`src/rtl/ab_pkg.sv`:
```
package ab_pkg;

    typedef enum logic [2:0] {
        ST_IDLE,
        ST_MEAS,
        ST_DIV,
        ST_SEND,
        ST_ACK,
        ST_LOCK
    } ab_state_e;

    typedef enum logic [1:0] {
        LT_OFF,
        LT_WAIT,
        LT_RUN
    } lt_state_e;

    typedef enum logic [2:0] {
        RX_OFF,
        RX_HUNT,
        RX_START,
        RX_BITS,
        RX_STOP
    } rx_state_e;

endpackage

```
`src/rtl/ab_lowtimer.sv`:
```
module ab_lowtimer
    import ab_pkg::*;
#(
    parameter int CNT_W = 16
) (
    input  logic             clk,
    input  logic             rst_n,
    input  logic             rxd_i,
    input  logic             arm_i,
    output logic             rx_s_o,
    output logic             done_o,
    output logic             sat_o,
    output logic [CNT_W-1:0] cnt_o
);

    typedef struct packed {
        logic [2:0]       sync;
        lt_state_e        st;
        logic [CNT_W-1:0] cnt;
        logic             done;
        logic             sat;
    } lt_s;

    lt_s r_q, r_d;
    logic rx_s, rx_prev;

    assign rx_s    = r_q.sync[1];
    assign rx_prev = r_q.sync[2];

    always_comb begin
        r_d      = r_q;
        r_d.sync = {r_q.sync[1:0], rxd_i};
        r_d.done = 1'b0;
        r_d.sat  = 1'b0;
        case (r_q.st)
            LT_OFF: begin
                if (arm_i) r_d.st = LT_WAIT;
            end
            LT_WAIT: begin
                if (rx_prev && !rx_s) begin
                    r_d.st  = LT_RUN;
                    r_d.cnt = CNT_W'(1);
                end
            end
            LT_RUN: begin
                if (rx_s) begin
                    r_d.done = 1'b1;
                    r_d.st   = LT_OFF;
                end else if (&r_q.cnt) begin
                    r_d.sat = 1'b1;
                    r_d.st  = LT_OFF;
                end else begin
                    r_d.cnt = r_q.cnt + CNT_W'(1);
                end
            end
            default: r_d.st = LT_OFF;
        endcase
    end

    always_ff @(posedge clk or negedge rst_n) begin
        if (!rst_n) begin
            r_q <= '{sync: 3'b111, st: LT_OFF, cnt: '0, done: 1'b0, sat: 1'b0};
        end else begin
            r_q <= r_d;
        end
    end

    assign rx_s_o = rx_s;
    assign done_o = r_q.done;
    assign sat_o  = r_q.sat;
    assign cnt_o  = r_q.cnt;

    AST_SAT_ONLY_FULL: assert property (@(posedge clk) disable iff (!rst_n)
        sat_o |-> (&cnt_o));
    AST_RUN_ENDS_HIGH: assert property (@(posedge clk) disable iff (!rst_n)
        done_o |-> (rx_prev && cnt_o != '0));

endmodule

```
`src/rtl/ab_div9.sv`:
```
module ab_div9 #(
    parameter int CNT_W = 16,
    parameter int DIV_W = CNT_W - 3
) (
    input  logic             clk,
    input  logic             rst_n,
    input  logic             go_i,
    input  logic [CNT_W-1:0] cnt_i,
    output logic             done_o,
    output logic [DIV_W-1:0] q_o
);

    localparam int REM_W = CNT_W + 1;

    typedef struct packed {
        logic             busy;
        logic [REM_W-1:0] rem;
        logic [DIV_W-1:0] q;
        logic             done;
    } dv_s;

    dv_s r_q, r_d;

    always_comb begin
        r_d      = r_q;
        r_d.done = 1'b0;
        if (go_i) begin
            r_d.busy = 1'b1;
            r_d.rem  = REM_W'(cnt_i) + REM_W'(4);
            r_d.q    = '0;
        end else if (r_q.busy) begin
            if (r_q.rem >= REM_W'(9)) begin
                r_d.rem = r_q.rem - REM_W'(9);
                r_d.q   = r_q.q + DIV_W'(1);
            end else begin
                r_d.busy = 1'b0;
                r_d.done = 1'b1;
            end
        end
    end

    always_ff @(posedge clk or negedge rst_n) begin
        if (!rst_n) r_q <= '0;
        else        r_q <= r_d;
    end

    assign done_o = r_q.done;
    assign q_o    = r_q.q;

    AST_REM_BELOW_NINE: assert property (@(posedge clk) disable iff (!rst_n)
        done_o |-> (r_q.rem < REM_W'(9)));
    AST_QUOT_NO_WRAP: assert property (@(posedge clk) disable iff (!rst_n)
        (r_q.busy && !go_i && r_q.rem >= REM_W'(9)) |-> !(&r_q.q));

endmodule

```
`src/rtl/ab_tx.sv`:
```
module ab_tx #(
    parameter int DIV_W = 13
) (
    input  logic             clk,
    input  logic             rst_n,
    input  logic             go_i,
    input  logic [7:0]       data_i,
    input  logic [DIV_W-1:0] div_i,
    output logic             txd_o,
    output logic             busy_o,
    output logic             done_o
);

    typedef struct packed {
        logic             busy;
        logic [9:0]       frame;
        logic [3:0]       bitn;
        logic [DIV_W-1:0] cnt;
        logic             done;
    } tx_s;

    tx_s r_q, r_d;

    always_comb begin
        r_d      = r_q;
        r_d.done = 1'b0;
        if (!r_q.busy) begin
            if (go_i) begin
                r_d.busy  = 1'b1;
                r_d.frame = {1'b1, data_i, 1'b0};
                r_d.bitn  = '0;
                r_d.cnt   = '0;
            end
        end else if (r_q.cnt == div_i - DIV_W'(1)) begin
            r_d.cnt = '0;
            if (r_q.bitn == 4'd9) begin
                r_d.busy = 1'b0;
                r_d.done = 1'b1;
            end else begin
                r_d.bitn  = r_q.bitn + 4'd1;
                r_d.frame = {1'b1, r_q.frame[9:1]};
            end
        end else begin
            r_d.cnt = r_q.cnt + DIV_W'(1);
        end
    end

    always_ff @(posedge clk or negedge rst_n) begin
        if (!rst_n) r_q <= '{busy: 1'b0, frame: '1, bitn: '0, cnt: '0, done: 1'b0};
        else        r_q <= r_d;
    end

    assign txd_o  = r_q.busy ? r_q.frame[0] : 1'b1;
    assign busy_o = r_q.busy;
    assign done_o = r_q.done;

    AST_TX_START_LOW: assert property (@(posedge clk) disable iff (!rst_n)
        (go_i && !busy_o) |=> !txd_o);
    AST_TX_IDLE_HIGH: assert property (@(posedge clk) disable iff (!rst_n)
        !busy_o |-> txd_o);

endmodule

```
`src/rtl/ab_rx.sv`:
```
module ab_rx
    import ab_pkg::*;
#(
    parameter int DIV_W = 13
) (
    input  logic             clk,
    input  logic             rst_n,
    input  logic             go_i,
    input  logic             rx_s_i,
    input  logic [DIV_W-1:0] div_i,
    output logic             done_o,
    output logic             ok_o,
    output logic [7:0]       data_o
);

    typedef struct packed {
        rx_state_e        st;
        logic             prev;
        logic [DIV_W-1:0] cnt;
        logic [2:0]       bitn;
        logic [7:0]       sh;
        logic             done;
        logic             ok;
    } rx_s;

    rx_s r_q, r_d;
    logic [DIV_W-1:0] half;

    assign half = div_i >> 1;

    always_comb begin
        r_d      = r_q;
        r_d.prev = rx_s_i;
        r_d.done = 1'b0;
        case (r_q.st)
            RX_OFF: begin
                if (go_i) r_d.st = RX_HUNT;
            end
            RX_HUNT: begin
                if (r_q.prev && !rx_s_i) begin
                    r_d.st  = RX_START;
                    r_d.cnt = '0;
                end
            end
            RX_START: begin
                if (r_q.cnt == half) begin
                    r_d.cnt  = '0;
                    r_d.bitn = '0;
                    r_d.st   = rx_s_i ? RX_HUNT : RX_BITS;
                end else begin
                    r_d.cnt = r_q.cnt + DIV_W'(1);
                end
            end
            RX_BITS: begin
                if (r_q.cnt == div_i - DIV_W'(1)) begin
                    r_d.cnt = '0;
                    r_d.sh  = {rx_s_i, r_q.sh[7:1]};
                    if (r_q.bitn == 3'd7) r_d.st = RX_STOP;
                    else                  r_d.bitn = r_q.bitn + 3'd1;
                end else begin
                    r_d.cnt = r_q.cnt + DIV_W'(1);
                end
            end
            RX_STOP: begin
                if (r_q.cnt == div_i - DIV_W'(1)) begin
                    r_d.done = 1'b1;
                    r_d.ok   = rx_s_i;
                    r_d.st   = RX_OFF;
                end else begin
                    r_d.cnt = r_q.cnt + DIV_W'(1);
                end
            end
            default: r_d.st = RX_OFF;
        endcase
    end

    always_ff @(posedge clk or negedge rst_n) begin
        if (!rst_n) begin
            r_q <= '{st: RX_OFF, prev: 1'b1, cnt: '0, bitn: '0, sh: '0, done: 1'b0, ok: 1'b0};
        end else begin
            r_q <= r_d;
        end
    end

    assign done_o = r_q.done;
    assign ok_o   = r_q.ok;
    assign data_o = r_q.sh;

    AST_RX_DONE_SINGLE: assert property (@(posedge clk) disable iff (!rst_n)
        done_o |=> !done_o);

endmodule

```
`src/rtl/autobaud_top.sv`:
```
module autobaud_top
    import ab_pkg::*;
#(
    parameter int CLK_HZ  = 20_000_000,
    parameter int TOL_PCT = 4,
    parameter int CNT_W   = 16,
    parameter int DIV_W   = CNT_W - 3
) (
    input  logic             clk,
    input  logic             rst_n,
    input  logic             start_i,
    input  logic             rxd_i,
    output logic             txd_o,
    output logic [DIV_W-1:0] divisor_o,
    output logic             locked_o,
    output logic             error_o
);

    localparam int NRATE     = 3;
    localparam int BASE_RATE = 4800;

    typedef struct packed {
        ab_state_e        st;
        logic [DIV_W-1:0] cand;
        logic [DIV_W-1:0] div;
        logic             locked;
        logic             err;
    } top_s;

    top_s r_q, r_d;

    logic             arm, dv_go, tx_go, rx_go;
    logic             rx_s, lt_done, lt_sat;
    logic [CNT_W-1:0] lt_cnt;
    logic             dv_done;
    logic [DIV_W-1:0] dv_q;
    logic             tx_busy, tx_done;
    logic             rx_done, rx_ok;
    logic [7:0]       rx_data;
    logic [NRATE-1:0] win;

    ab_lowtimer #(.CNT_W(CNT_W)) lowtimer_i (
        .clk(clk), .rst_n(rst_n), .rxd_i(rxd_i), .arm_i(arm),
        .rx_s_o(rx_s), .done_o(lt_done), .sat_o(lt_sat), .cnt_o(lt_cnt)
    );

    ab_div9 #(.CNT_W(CNT_W), .DIV_W(DIV_W)) div_i (
        .clk(clk), .rst_n(rst_n), .go_i(dv_go), .cnt_i(lt_cnt),
        .done_o(dv_done), .q_o(dv_q)
    );

    ab_tx #(.DIV_W(DIV_W)) tx_i (
        .clk(clk), .rst_n(rst_n), .go_i(tx_go), .data_i(8'h00), .div_i(r_q.cand),
        .txd_o(txd_o), .busy_o(tx_busy), .done_o(tx_done)
    );

    ab_rx #(.DIV_W(DIV_W)) rx_i (
        .clk(clk), .rst_n(rst_n), .go_i(rx_go), .rx_s_i(rx_s), .div_i(r_q.cand),
        .done_o(rx_done), .ok_o(rx_ok), .data_o(rx_data)
    );

    for (genvar g = 0; g < NRATE; g++) begin : g_win
        localparam int RATE  = BASE_RATE << g;
        localparam int NOM   = (CLK_HZ + RATE / 2) / RATE;
        localparam int SLACK = NOM * TOL_PCT / 100;
        assign win[g] = (dv_q >= DIV_W'(NOM - SLACK)) && (dv_q <= DIV_W'(NOM + SLACK));
    end

    always_comb begin
        r_d   = r_q;
        arm   = 1'b0;
        dv_go = 1'b0;
        tx_go = 1'b0;
        rx_go = 1'b0;
        case (r_q.st)
            ST_IDLE: begin
                if (start_i) begin
                    r_d.err = 1'b0;
                    r_d.st  = ST_MEAS;
                    arm     = 1'b1;
                end
            end
            ST_MEAS: begin
                if (lt_sat) begin
                    r_d.err = 1'b1;
                    r_d.st  = ST_IDLE;
                end else if (lt_done) begin
                    dv_go  = 1'b1;
                    r_d.st = ST_DIV;
                end
            end
            ST_DIV: begin
                if (dv_done) begin
                    if (|win) begin
                        r_d.cand = dv_q;
                        r_d.st   = ST_SEND;
                        tx_go    = 1'b1;
                    end else begin
                        r_d.err = 1'b1;
                        r_d.st  = ST_IDLE;
                    end
                end
            end
            ST_SEND: begin
                if (tx_done) begin
                    r_d.st = ST_ACK;
                    rx_go  = 1'b1;
                end
            end
            ST_ACK: begin
                if (rx_done) begin
                    if (rx_ok && rx_data == 8'h55) begin
                        r_d.locked = 1'b1;
                        r_d.div    = r_q.cand;
                        r_d.st     = ST_LOCK;
                    end else begin
                        r_d.err = 1'b1;
                        r_d.st  = ST_IDLE;
                    end
                end
            end
            ST_LOCK: begin
                r_d.st = ST_LOCK;
            end
            default: r_d.st = ST_IDLE;
        endcase
    end

    always_ff @(posedge clk or negedge rst_n) begin
        if (!rst_n) r_q <= '{st: ST_IDLE, cand: '0, div: '0, locked: 1'b0, err: 1'b0};
        else        r_q <= r_d;
    end

    assign divisor_o = r_q.div;
    assign locked_o  = r_q.locked;
    assign error_o   = r_q.err;

    AST_LOCK_ERR_EXCL: assert property (@(posedge clk) disable iff (!rst_n)
        !(locked_o && error_o));
    AST_LOCK_AFTER_ACK: assert property (@(posedge clk) disable iff (!rst_n)
        (r_q.st == ST_ACK && rx_done && rx_ok && rx_data == 8'h55) |=> locked_o);
    AST_LOCK_STICKY: assert property (@(posedge clk) disable iff (!rst_n)
        locked_o |=> locked_o);
    AST_DIV_HOLD: assert property (@(posedge clk) disable iff (!rst_n)
        locked_o |=> $stable(divisor_o));
    AST_DIV_ZERO_UNLOCKED: assert property (@(posedge clk) disable iff (!rst_n)
        !locked_o |-> (divisor_o == '0));
    AST_TXD_ONLY_SENDING: assert property (@(posedge clk) disable iff (!rst_n)
        (r_q.st != ST_SEND) |-> (txd_o && !tx_busy));
    AST_SAT_ERRORS: assert property (@(posedge clk) disable iff (!rst_n)
        (r_q.st == ST_MEAS && lt_sat) |=> (error_o && r_q.st == ST_IDLE));

endmodule

```
`config.mk`:
```
export PLATFORM = sky130hd
export DESIGN_NAME = autobaud_top
export DESIGN_NICKNAME = d
export VERILOG_FILES = /design/src/rtl/ab_pkg.sv /design/src/rtl/ab_lowtimer.sv /design/src/rtl/ab_div9.sv /design/src/rtl/ab_tx.sv /design/src/rtl/ab_rx.sv /design/src/rtl/autobaud_top.sv
export SDC_FILE = /design/constraint.sdc
export NUM_CORES = 1
export LEC_CHECK = 0
export BUFFER_PORTS_ARGS = -buffer_cell sky130_fd_sc_hd__buf_2
export CAP_MARGIN = 40
export CORE_ASPECT_RATIO = 1.1
export CORE_MARGIN = 8
export CORE_UTILIZATION = 40
export CTS_CLUSTER_SIZE = 14
export DETAILED_ROUTE_END_ITERATION = 16
export SYNTH_ARGS = -nofsm -noshare
export SYNTH_HDL_FRONTEND = slang
export SYNTH_SLANG_ARGS = --single-unit
```
`constraint.sdc`:
```
create_clock -name clk -period 3.4 [get_ports clk]
set_clock_uncertainty 0.2 [all_clocks]
set_input_delay 0 -clock clk [delete_from_list [all_inputs] [get_ports clk]]
set_output_delay 0 -clock clk [all_outputs]
set_load 0.02 [all_outputs]
```
==> flow_summary.yaml, run 1 <==
timing:
  slew_headroom: 0.4410
  setup_viol: 0
  drv_slew: 0
  period_minus_slack_ns: 3.211
  rsz0062_at_grt: "no"
  fin_crit_sh: 0.9443
  fmax_ghz: 0.3115
  worstMarginPinSlew_ns: 0.8386
  hold_viol_final: 0
  tns_ns: 0
routing:
  ant_nets: 0
  dr_total_vias: 6375
  wl_per_cell_microns: 15.76
  drc_errors: 0
  dr.pass1.iters: 4
  drt-total-wl_mm: 18.92
  first_iter_violations: 420
  via_per_inst: 5.313
min_path:
  worstHoldStart: "rxd_i"
  hold_path.class: "primary input to register"
  holdPathEnd: "lowtimer_i.r_d[21]"
  hold_depth: 2
layout:
  drive_above_1_share: 0.1496
  nFillCells: 2030
  area_growth_pct: 11.87
  ff_latch_area_sq_mm: 0.003620
  multiInputGateArea_sq_mm: 0.004462
  fin_area_sq_mm: 0.009565
  stdcell_count: 1200
  nets: 914
run:
  cap_violations: 0
setup_path:
  worstPathRequired_ns: 3.54
  r2r_cells: 11
  critPathKind: "register to register"
  critPathMaxStageDelay_ns: 0.52
  timing.rr.end: "rx_i.r_q[16]"
  path_cells: "inv_1 -> ha_1 -> or4b_1 -> nor2_1 -> xnor2_1 -> nand4_1 -> nor4_4 -> buf_4 -> o22ai_2 -> buf_4 -> o22ai_1"
  critPathBufInv: 3
  critPathTopFamily: "simple AND/OR/NAND/NOR gates"
  cpMostUsedCell: "buf_4"
  crit_fanout: 13
  crit_start: "r_q[16]"
  critPathSlowestCell: "or4b_1"
  cp-end-kind: "register"
  ff2ff_setup_slack_ns: 0.19
  r2r_start: "r_q[16]"
  cp.arrival_ns: 3.35
  worstSetupStartpointType: "register"
die:
  floorplan.initialDensity: 0.4041
  chipWidth_microns: 155.4
  core-area_sq_mm: 0.02116
  io_pins: 20
  num_rows: 56
  fp.dieArea_sq_mm: 0.02632
  fp.dieH_microns: 169.3
grt:
  grt_overflow: 0
  grt_first_pass_wirelength_mm: 31.88
  antenna_found_initial: 1
  grt_max_degree: 60
  grt_pass1_vias: 6270
  grt_util_all_layers: 0.1504
place:
  dp_cells: 1163
  place.gp.congestion: 0.8378
  post_dp_cell_area_sq_mm: 0.008884
  port_buffers: 19
  place_hpwl_mm: 13.23
clock_tree:
  htreeDepth: 4
  cts_root_buffer: "clkbuf_16"
  clk_path_buf_depth: 2
  cts_tree: "yes"
  clk_latency_ns: 0.42
  postCtsSetupRepairBufs: 0
  numCtsBuffers: 17
  clk_pin_slew_ns: 0.06
  cts_sinks: 144
synthesis:
  synth_common_cells: "dfrtp_1, nor2_1, nand2_1"
  synth_edf_count: 0
  postSynthAreaPerCell_sq_um: 9.480
  synth.yosys.warnings: 0
  synthTopCellsByArea: "dfrtp_1, xnor2_1, xor2_1, mux2_2, dfstp_2"
  synth_largest_area_cell: "dfrtp_1"
  synth.top_cell.area_share: 0.3834
  synth_area_sq_mm: 0.008551
  ys_ff_latch: 144
  synth_fp_nets: 920
  synthArstFlopShare: 1.000
  yosysSeqAreaShare: 0.4233
  synth_most_common_cell: "dfrtp_1"
  syn_inst: 902
  ys_types: 76
  ys.flop_type: "dfrtp_1"
status:
  status: "finished, final reports clean"
power:
  power.net_switching_w: 0.0007548
  sw_frac_of_total: 0.2063
  clkPwrFrac: 0.517
  p_per_area_mw_per_mm2: 382.6
  seqPwrFrac: 0.470
  p_int_w: 0.002905
  static-leakage-power_nw: 4.340
  pwr-share-comb: 0.013
  ir_drop_mv: 0.3452
## power groups by stage
stage | clock network, W | registers [W] | logic, W
2_1_floorplan | 0 | 0.00175 | 0.00000166
3_3_place_gp | 0 | 0.00175 | 0.0000442
3_5_place_dp | 0 | 0.00175 | 0.0000447
4_1_cts | 0.00195 | 0.00172 | 0.0000528
5_1_grt | 0.00201 | 0.00172 | 0.0000576
6_report | 0.00189 | 0.00172 | 0.0000489
## final cells by class
class | count | area share
Antenna cell | 1 | 0.0002616
Sequential cell | 144 | 0.3784
Timing Repair Buffer | 47 | 0.03806
Multi-Input combinational cell | 647 | 0.4664
Tap cell | 290 | 0.03793
Clock buffer | 25 | 0.05638
Inverter | 39 | 0.01530
Clock inverter | 7 | 0.007194
## metrics by stage
step / setup slack, ns / hold slack (ns) / utilization / total power [W]
5_1_grt: 0.01351 / 0.02781 / 0.4519 / 0.003785
2_1_floorplan: 0.2639 / -0.4956 / - / 0.001751
4_1_cts: 0.1809 / 0.02874 / 0.4513 / 0.003723
3_3_place_gp: 0.2871 / -0.2008 / 0.4198 / 0.001794
6_report: 0.1894 / 0.03521 / 0.4520 / 0.003659
3_5_place_dp: 0.2123 / -0.1954 / 0.4198 / 0.001795
## what timing repair did
| item | in CTS | in global routing |
|---|---|---|
| hold buffers | 4 | 0 |
| endpoints found under the hold margin | 135 | 0 |
| setup endpoints to repair | 0 | 5 |
| gates resized for setup | 0 | 3 |
## cells in the final DEF, fill, tap and decap left out, types with 4 or more instances in the layout
| cell type | n |
|---|---|
| xnor3_1 | 8 |
| inv_1 | 39 |
| clkbuf_16 | 20 |
| nor4_1 | 10 |
| nand2_1 | 64 |
| o2111ai_1 | 5 |
| nor3_1 | 24 |
| nor2_1 | 85 |
| mux2i_1 | 9 |
| or2_2 | 4 |
| buf_2 | 18 |
| nand3b_1 | 8 |
| or3_1 | 8 |
| o31ai_1 | 4 |
| o211ai_1 | 8 |
| and3_1 | 14 |
| xnor2_1 | 59 |
| o22ai_1 | 12 |
| and2_1 | 10 |
| a21oi_1 | 13 |
| dfrtp_1 | 131 |
| a21o_1 | 5 |
| dfstp_2 | 13 |
| nand2b_1 | 10 |
| xor2_1 | 41 |
| nand4_1 | 24 |
| ha_1 | 14 |
| nor2b_1 | 17 |
| a31oi_1 | 4 |
| nand3_1 | 42 |
| a211o_1 | 7 |
| mux2_2 | 31 |
| o21ai_0 | 41 |
| o2bb2ai_1 | 4 |
| buf_4 | 22 |
## how the worst max path moves through the flow
stage                         endpoint  slack, ns  cells after the start
after CTS                 rx_i.r_q[11]       0.18                      7
final                     rx_i.r_q[16]       0.19                     11
after floorplan              rx_i.ok_o       0.26                      9
after global routing      rx_i.r_q[14]       0.01                     11
after detailed placement  rx_i.r_q[16]       0.21                     11
after global placement    rx_i.r_q[18]       0.29                     11
## logic make-up (layout without fill, tap and decap cells)
group	count (synthesis)	after routing	synth area share
AND/OR/NAND/NOR	347	347	0.2122
flip-flops	144	144	0.4233
AO/OA/AOI/OAI	136	136	0.1076
buffers and inverters	111	118	0.05751
XOR/XNOR	109	109	0.1263
multiplexers	41	41	0.05268
adder cells (fa/ha/maj)	14	14	0.02049
other	0	1	0
## flip-flops by register name, summed over array words and instances, names as in the netlist, 3 cells and up
name              flops
div_i.q_o            13
div_i.r_q            18
divisor_o            13
lowtimer_i.cnt_o     16
lowtimer_i.r_q        3
r_q                  16
rx_i.data_o           8
rx_i.r_q             19
tx_i.r_q             27
## layer usage
layer / track usage / wire, microns / share of wire
met5: 0 / 0 / 0
met4: 0.06546 / 426 / 0.023
met3: 0.03006 / 598 / 0.032
met2: 0.2467 / 9250 / 0.49
met1: 0.1898 / 8640 / 0.46
## worst reg2reg max path: cells and delay by family (launching register included)
kind / cells / cell delay [ns]
AOI/OAI and AO/OA: 2 / 0.26
xor gates and xnor gates: 1 / 0.17
adders and majority gates: 1 / 0.21
buffers and inverters: 3 / 0.50
DFF: 1 / 0.43
and+or+nand+nor: 4 / 1.36
No activity file was read; power rests on OpenSTA's default activity.
==> run 2: changes to the inputs <==
PLACE_DENSITY = 0.65   (was default)
==> flow_summary.yaml, run 2 (same netlist as run 1, synthesis figures left out) <==
routing:
  wl_per_cell_microns: 15.53
  drt-total-wl_mm: 18.60
  dr_total_vias: 6341
  first_iter_violations: 301
  via_per_inst: 5.293
  dr.pass1.iters: 5
  ant_nets: 0
  drc_errors: 0
layout:
  insertedDiodeCount: 0
  largest_reg_flops: 27
  area_growth_pct: 12.01
  regMostFlops: "tx_i.r_q"
  nets: 914
  final_cell_mix: "dfrtp_1, nor2_1, nand2_1"
  drive_above_1_share: 0.1487
  nFillCells: 2021
  multiInputGateArea_sq_mm: 0.004451
  ff_latch_area_sq_mm: 0.003620
  largestRegisters: "tx_i.r_q: 27 flops, rx_i.r_q: 19 flops, div_i.r_q: 18 flops"
  final_common_cell: "dfrtp_1"
setup_path:
  crit_start: "r_q[15]"
  timing.rr.end: "rx_i.data_o[1]"
  cp.arrival_ns: 3.29
  r2r_start: "r_q[15]"
  critPathKind: "register to register"
  crit_fanout: 9
  critPathTopFamily: "simple AND/OR/NAND/NOR gates"
  path_cells: "inv_1 -> ha_1 -> or4b_1 -> nor2_1 -> xnor2_1 -> nand4_1 -> nor4_4 -> buf_4 -> nand3_4 -> mux2_2"
  critPathSlowestCell: "or4b_1"
  critPathBufInv: 2
  worstPathRequired_ns: 3.51
  cp_num_cells: 10
  cp-end-kind: "register"
  worstSetupStartpointType: "register"
  cp-endpoint: "rx_i.data_o[1]"
  critPathMaxStageDelay_ns: 0.52
  ff2ff_setup_slack_ns: 0.22
  r2r_cells: 10
timing:
  slew_headroom: 0.4610
  drv_slew: 0
  hold_viol_final: 0
  fin_ws_ns: 0.2177
  tns_ns: 0
  setup_viol: 0
  fmax_ghz: 0.3142
  rsz0062_at_grt: "no"
  fin_crit_sh: 0.9360
  worstMarginPinSlew_ns: 0.8047
  period_minus_slack_ns: 3.182
grt:
  grt_max_degree: 58
  use_met2: 0.2469
  grtUsageMet1: 0.1862
  grt_overflow: 0
  grt_first_pass_wirelength_mm: 31.78
  grt_use_met3: 0.03031
  grt_pass1_vias: 6210
  busiest_layer: "met2"
  grt_util_all_layers: 0.1491
  antenna_found_initial: 1
clock_tree:
  clk_pin_slew_ns: 0.06
  clk_path_buf_depth: 2
  cts_root_buffer: "clkbuf_16"
  clk_latency_ns: 0.43
  htreeDepth: 4
  cts_sinks: 144
  cts_tree: "yes"
  postCtsSetupRepairBufs: 0
  numCtsBuffers: 17
min_path:
  hold_path.class: "primary input to register"
  worstHoldStart: "rxd_i"
place:
  place.gp.congestion: 0.8743
  port_buffers: 19
  dpl_worst_slack_ns: 0.1486
  place_hpwl_mm: 12.93
die:
  core-area_sq_mm: 0.02116
  fp.dieArea_sq_mm: 0.02632
  num_rows: 56
  fp.dieH_microns: 169.3
  floorplan.initialDensity: 0.4041
  io_pins: 20
  chipWidth_microns: 155.4
power:
  p_per_area_mw_per_mm2: 397.0
  ir_drop_mv: 0.2537
  static-leakage-power_nw: 4.346
run:
  cap_violations: 0
status:
  status: "finished, final reports clean"
==> run 2: cell type report <==
| cell class | count | share of cell area |
|---|---|---|
| inverter | 39 | 0.01528 |
| multi-input combinational | 647 | 0.4647 |
| timing repair buffer | 47 | 0.03801 |
| clock inverter | 11 | 0.01960 |
| tap | 290 | 0.03788 |
| sequential | 144 | 0.3779 |
| clock buffer | 20 | 0.04664 |
==> run 2: stage by stage <==
step                      total power (W)  utilization  std cells  cell area [sq um]  hold WS (ns)
after CTS                        0.003844       0.4525       1198               9575       0.01698
after detailed placement         0.001794       0.4198       1163               8884       -0.1581
final                            0.003802       0.4526       1198               9578       0.02229
after floorplan                  0.001751            -        902               8551       -0.4956
after global routing             0.003924       0.4526       1198               9578       0.02327
after global placement           0.001794       0.4198       1163               8884       -0.1628
==> run 2: repair_timing <==
action	in CTS	in global routing
endpoints found under the setup margin	0	3
endpoints found under the hold margin	137	0
gates resized for setup	0	1
hold buffers	4	0
==> run 2: metal layers <==
metal	wire [microns]	up-vias	share of wire
li1	-	3122	-
met1	8574	3089	0.46
met2	9045	100	0.49
met3	606	28	0.033
met4	359	2	0.019
met5	17	-	0.00091
==> run 2: how the worst min path moves through the flow <==
stage / slack, ns / endpoint / cells past startpoint
after global routing: 0.02 / lowtimer_i.r_d[21] / 2
after floorplan: -0.50 / div_i.done_o / 0
final: 0.02 / lowtimer_i.r_d[21] / 2
after CTS: 0.02 / lowtimer_i.r_d[21] / 2
after global placement: -0.16 / rx_i.r_q[16] / 1
after detailed placement: -0.16 / rx_i.r_q[16] / 1
==> run 2: power breakdown <==
part	leakage [nW]	switching [W]	internal, W	total [W]
sequential	1.95	0.00000163	0.00172	0.00172
clock	0.302	0.000722	0.00131	0.00203
combinational	2.09	0.0000368	0.0000114	0.0000483
total	4.35	0.000760	0.00304	0.00380
==> run 3: changes to the inputs <==
CELL_PAD_IN_SITES_DETAIL_PLACEMENT = 0   (was default)
CELL_PAD_IN_SITES_GLOBAL_PLACEMENT = 1   (was default)
PLACE_DENSITY = 0.77   (was 0.65)
==> flow_summary.yaml, run 3 (same netlist as run 1, synthesis figures left out) <==
status:
  status: "finished, final reports clean"
routing:
  dr.pass1.iters: 5
  top_layer: "met5"
  via_per_inst: 5.326
  drt-total-wl_mm: 18.58
  met3_length_microns: 587
  wl_met2_mm: 9.157
  ant_nets: 0
  dr_total_vias: 6391
  wl_met1_mm: 8.386
  first_iter_violations: 280
  drc_errors: 0
  wl_per_cell_microns: 15.48
setup_path:
  ff2ff_setup_slack_ns: 0.18
  r2r_start: "r_q[16]"
  critPathSlowestCell: "o41a_1"
  worstPathRequired_ns: 3.47
  path_cells: "inv_1 -> ha_1 -> or4b_1 -> nor2_1 -> xnor2_1 -> nand4_1 -> o41a_1 -> nor2_2 -> o22ai_1"
  r2r_cells: 9
  critPathKind: "register to register"
  cp.arrival_ns: 3.29
  crit_fanout: 8
  critPathMaxStageDelay_ns: 0.62
  timing.rr.end: "rx_i.r_q[16]"
  cp-end-kind: "register"
  worstSetupStartpointType: "register"
layout:
  final_common_cell: "dfrtp_1"
  final_cell_mix: "dfrtp_1, nor2_1, nand2_1"
  drive_above_1_share: 0.1516
  largest_reg_flops: 27
  regMostFlops: "tx_i.r_q"
  area_growth_pct: 11.63
  insertedDiodeCount: 0
  largestRegisters: "tx_i.r_q: 27 flops, rx_i.r_q: 19 flops, div_i.r_q: 18 flops"
  fin_area_sq_mm: 0.009545
  nets: 917
power:
  ir_drop_mv: 0.2950
  p_per_area_mw_per_mm2: 384.6
  static-leakage-power_nw: 4.343
die:
  fp.dieH_microns: 169.3
  floorplan.initialDensity: 0.4041
  chipWidth_microns: 155.4
  core-area_sq_mm: 0.02116
  io_pins: 20
  fp.dieArea_sq_mm: 0.02632
  num_rows: 56
timing:
  fmax_ghz: 0.3110
  tns_ns: 0
  slew_headroom: 0.4350
  setup_viol: 0
  hold_viol_final: 0
  drv_slew: 0
  period_minus_slack_ns: 3.216
  fin_crit_sh: 0.9458
  worstMarginPinSlew_ns: 0.8436
  holdWs_ns: 0.03271
min_path:
  hold_path.class: "primary input to register"
  hold_depth: 2
  holdPathEnd: "lowtimer_i.r_d[21]"
  worstHoldStart: "rxd_i"
clock_tree:
  clk_pin_slew_ns: 0.06
  postCtsSetupRepairBufs: 0
  htreeDepth: 4
  cts_tree: "yes"
  numCtsBuffers: 17
  clk_latency_ns: 0.42
  clk_path_buf_depth: 2
  cts_sinks: 144
  cts_root_buffer: "clkbuf_16"
place:
  place.gp.congestion: 0.8348
  post_dp_cell_area_sq_mm: 0.008894
  port_buffers: 19
  place_hpwl_mm: 13.37
run:
  cap_violations: 0
grt:
  grt_first_pass_wirelength_mm: 32.07
  grt_util_all_layers: 0.1505
  antenna_found_initial: 1
  grt_max_degree: 75
  grt_pass1_vias: 6455
  grt_overflow: 0
==> run 3: cell types whose count changed in the layout (fill, tap and decap cells not counted) <==
cell	delta
buf_4	+4
clkinv_4	+3
bufinv_16	-2
clkbuf_8	+2
clkinvlp_4	-2
buf_12	-1
buf_16	-1
clkbuf_1	-1
clkinv_2	-1
dlygate4sd3_1	+1
nor3b_1	-1
nor3b_2	+1
==> run 3: metrics by stage <==
step | setup slack, ns | std cells | total power [W] | utilization
2_1_floorplan | 0.2639 | 902 | 0.001751 | -
3_3_place_gp | 0.2323 | 1166 | 0.001793 | 0.4203
3_5_place_dp | 0.1516 | 1166 | 0.001793 | 0.4203
4_1_cts | 0.1274 | 1200 | 0.003732 | 0.4507
5_1_grt | -0.02020 | 1200 | 0.003809 | 0.4511
6_report | 0.1844 | 1200 | 0.003672 | 0.4511
==> run 3: worst max path at each step <==
stage          startpoint           end  cells past startpoint
4_1_cts           r_q[16]  tx_i.r_q[13]                      9
3_5_place_dp      r_q[16]  tx_i.r_q[13]                      8
2_1_floorplan     r_q[20]     rx_i.ok_o                      9
5_1_grt           r_q[16]  tx_i.r_q[10]                      9
6_report          r_q[16]  rx_i.r_q[16]                      9
3_3_place_gp      r_q[16]  rx_i.r_q[16]                     10
==> run 3: worst max-delay path, delay by kind of cell, from the launching register on <==
kind | cells | cell delay (ns)
AND/OR/NAND/NOR | 4 | 1.22
AO/OA/AOI/OAI | 2 | 0.74
flip-flops | 1 | 0.42
adder cells (fa/ha/maj) | 1 | 0.22
XOR/XNOR | 1 | 0.17
buffers and inverters | 1 | 0.10
==> run 3: layer usage <==
layer | GRT usage | vias to the layer above
met3 | 0.03286 | 31
met2 | 0.2526 | 100
li1 | - | 3132
met4 | 0.06081 | 2
met1 | 0.1851 | 3126
met5 | 0 | -
==> run 3: cell type report <==
| class | instances | area (sq um) |
|---|---|---|
| timing repair buffer | 50 | 356.6 |
| tap | 290 | 362.8 |
| multi-input combinational | 647 | 4456 |
| clock inverter | 9 | 133.9 |
| inverter | 39 | 146.4 |
| clock buffer | 21 | 470.5 |
| sequential | 144 | 3620 |
| fill | 2080 | 11610 |
==> run 3: repair_timing <==
action                     CTS  global route
gates resized for setup      0             2
hold endpoints to repair   100             0
setup endpoints to repair    0            13
hold buffers                 4             0
==> run 3: power breakdown <==
| part | switching [W] | internal, W | total, W | leakage, nW |
|---|---|---|---|---|
| Sequential | 0.00000181 | 0.00172 | 0.00172 | 1.95 |
| Combinational | 0.0000348 | 0.00000787 | 0.0000427 | 2.10 |
| Clock | 0.000704 | 0.00120 | 0.00191 | 0.295 |
| Total | 0.000741 | 0.00293 | 0.00367 | 4.34 |
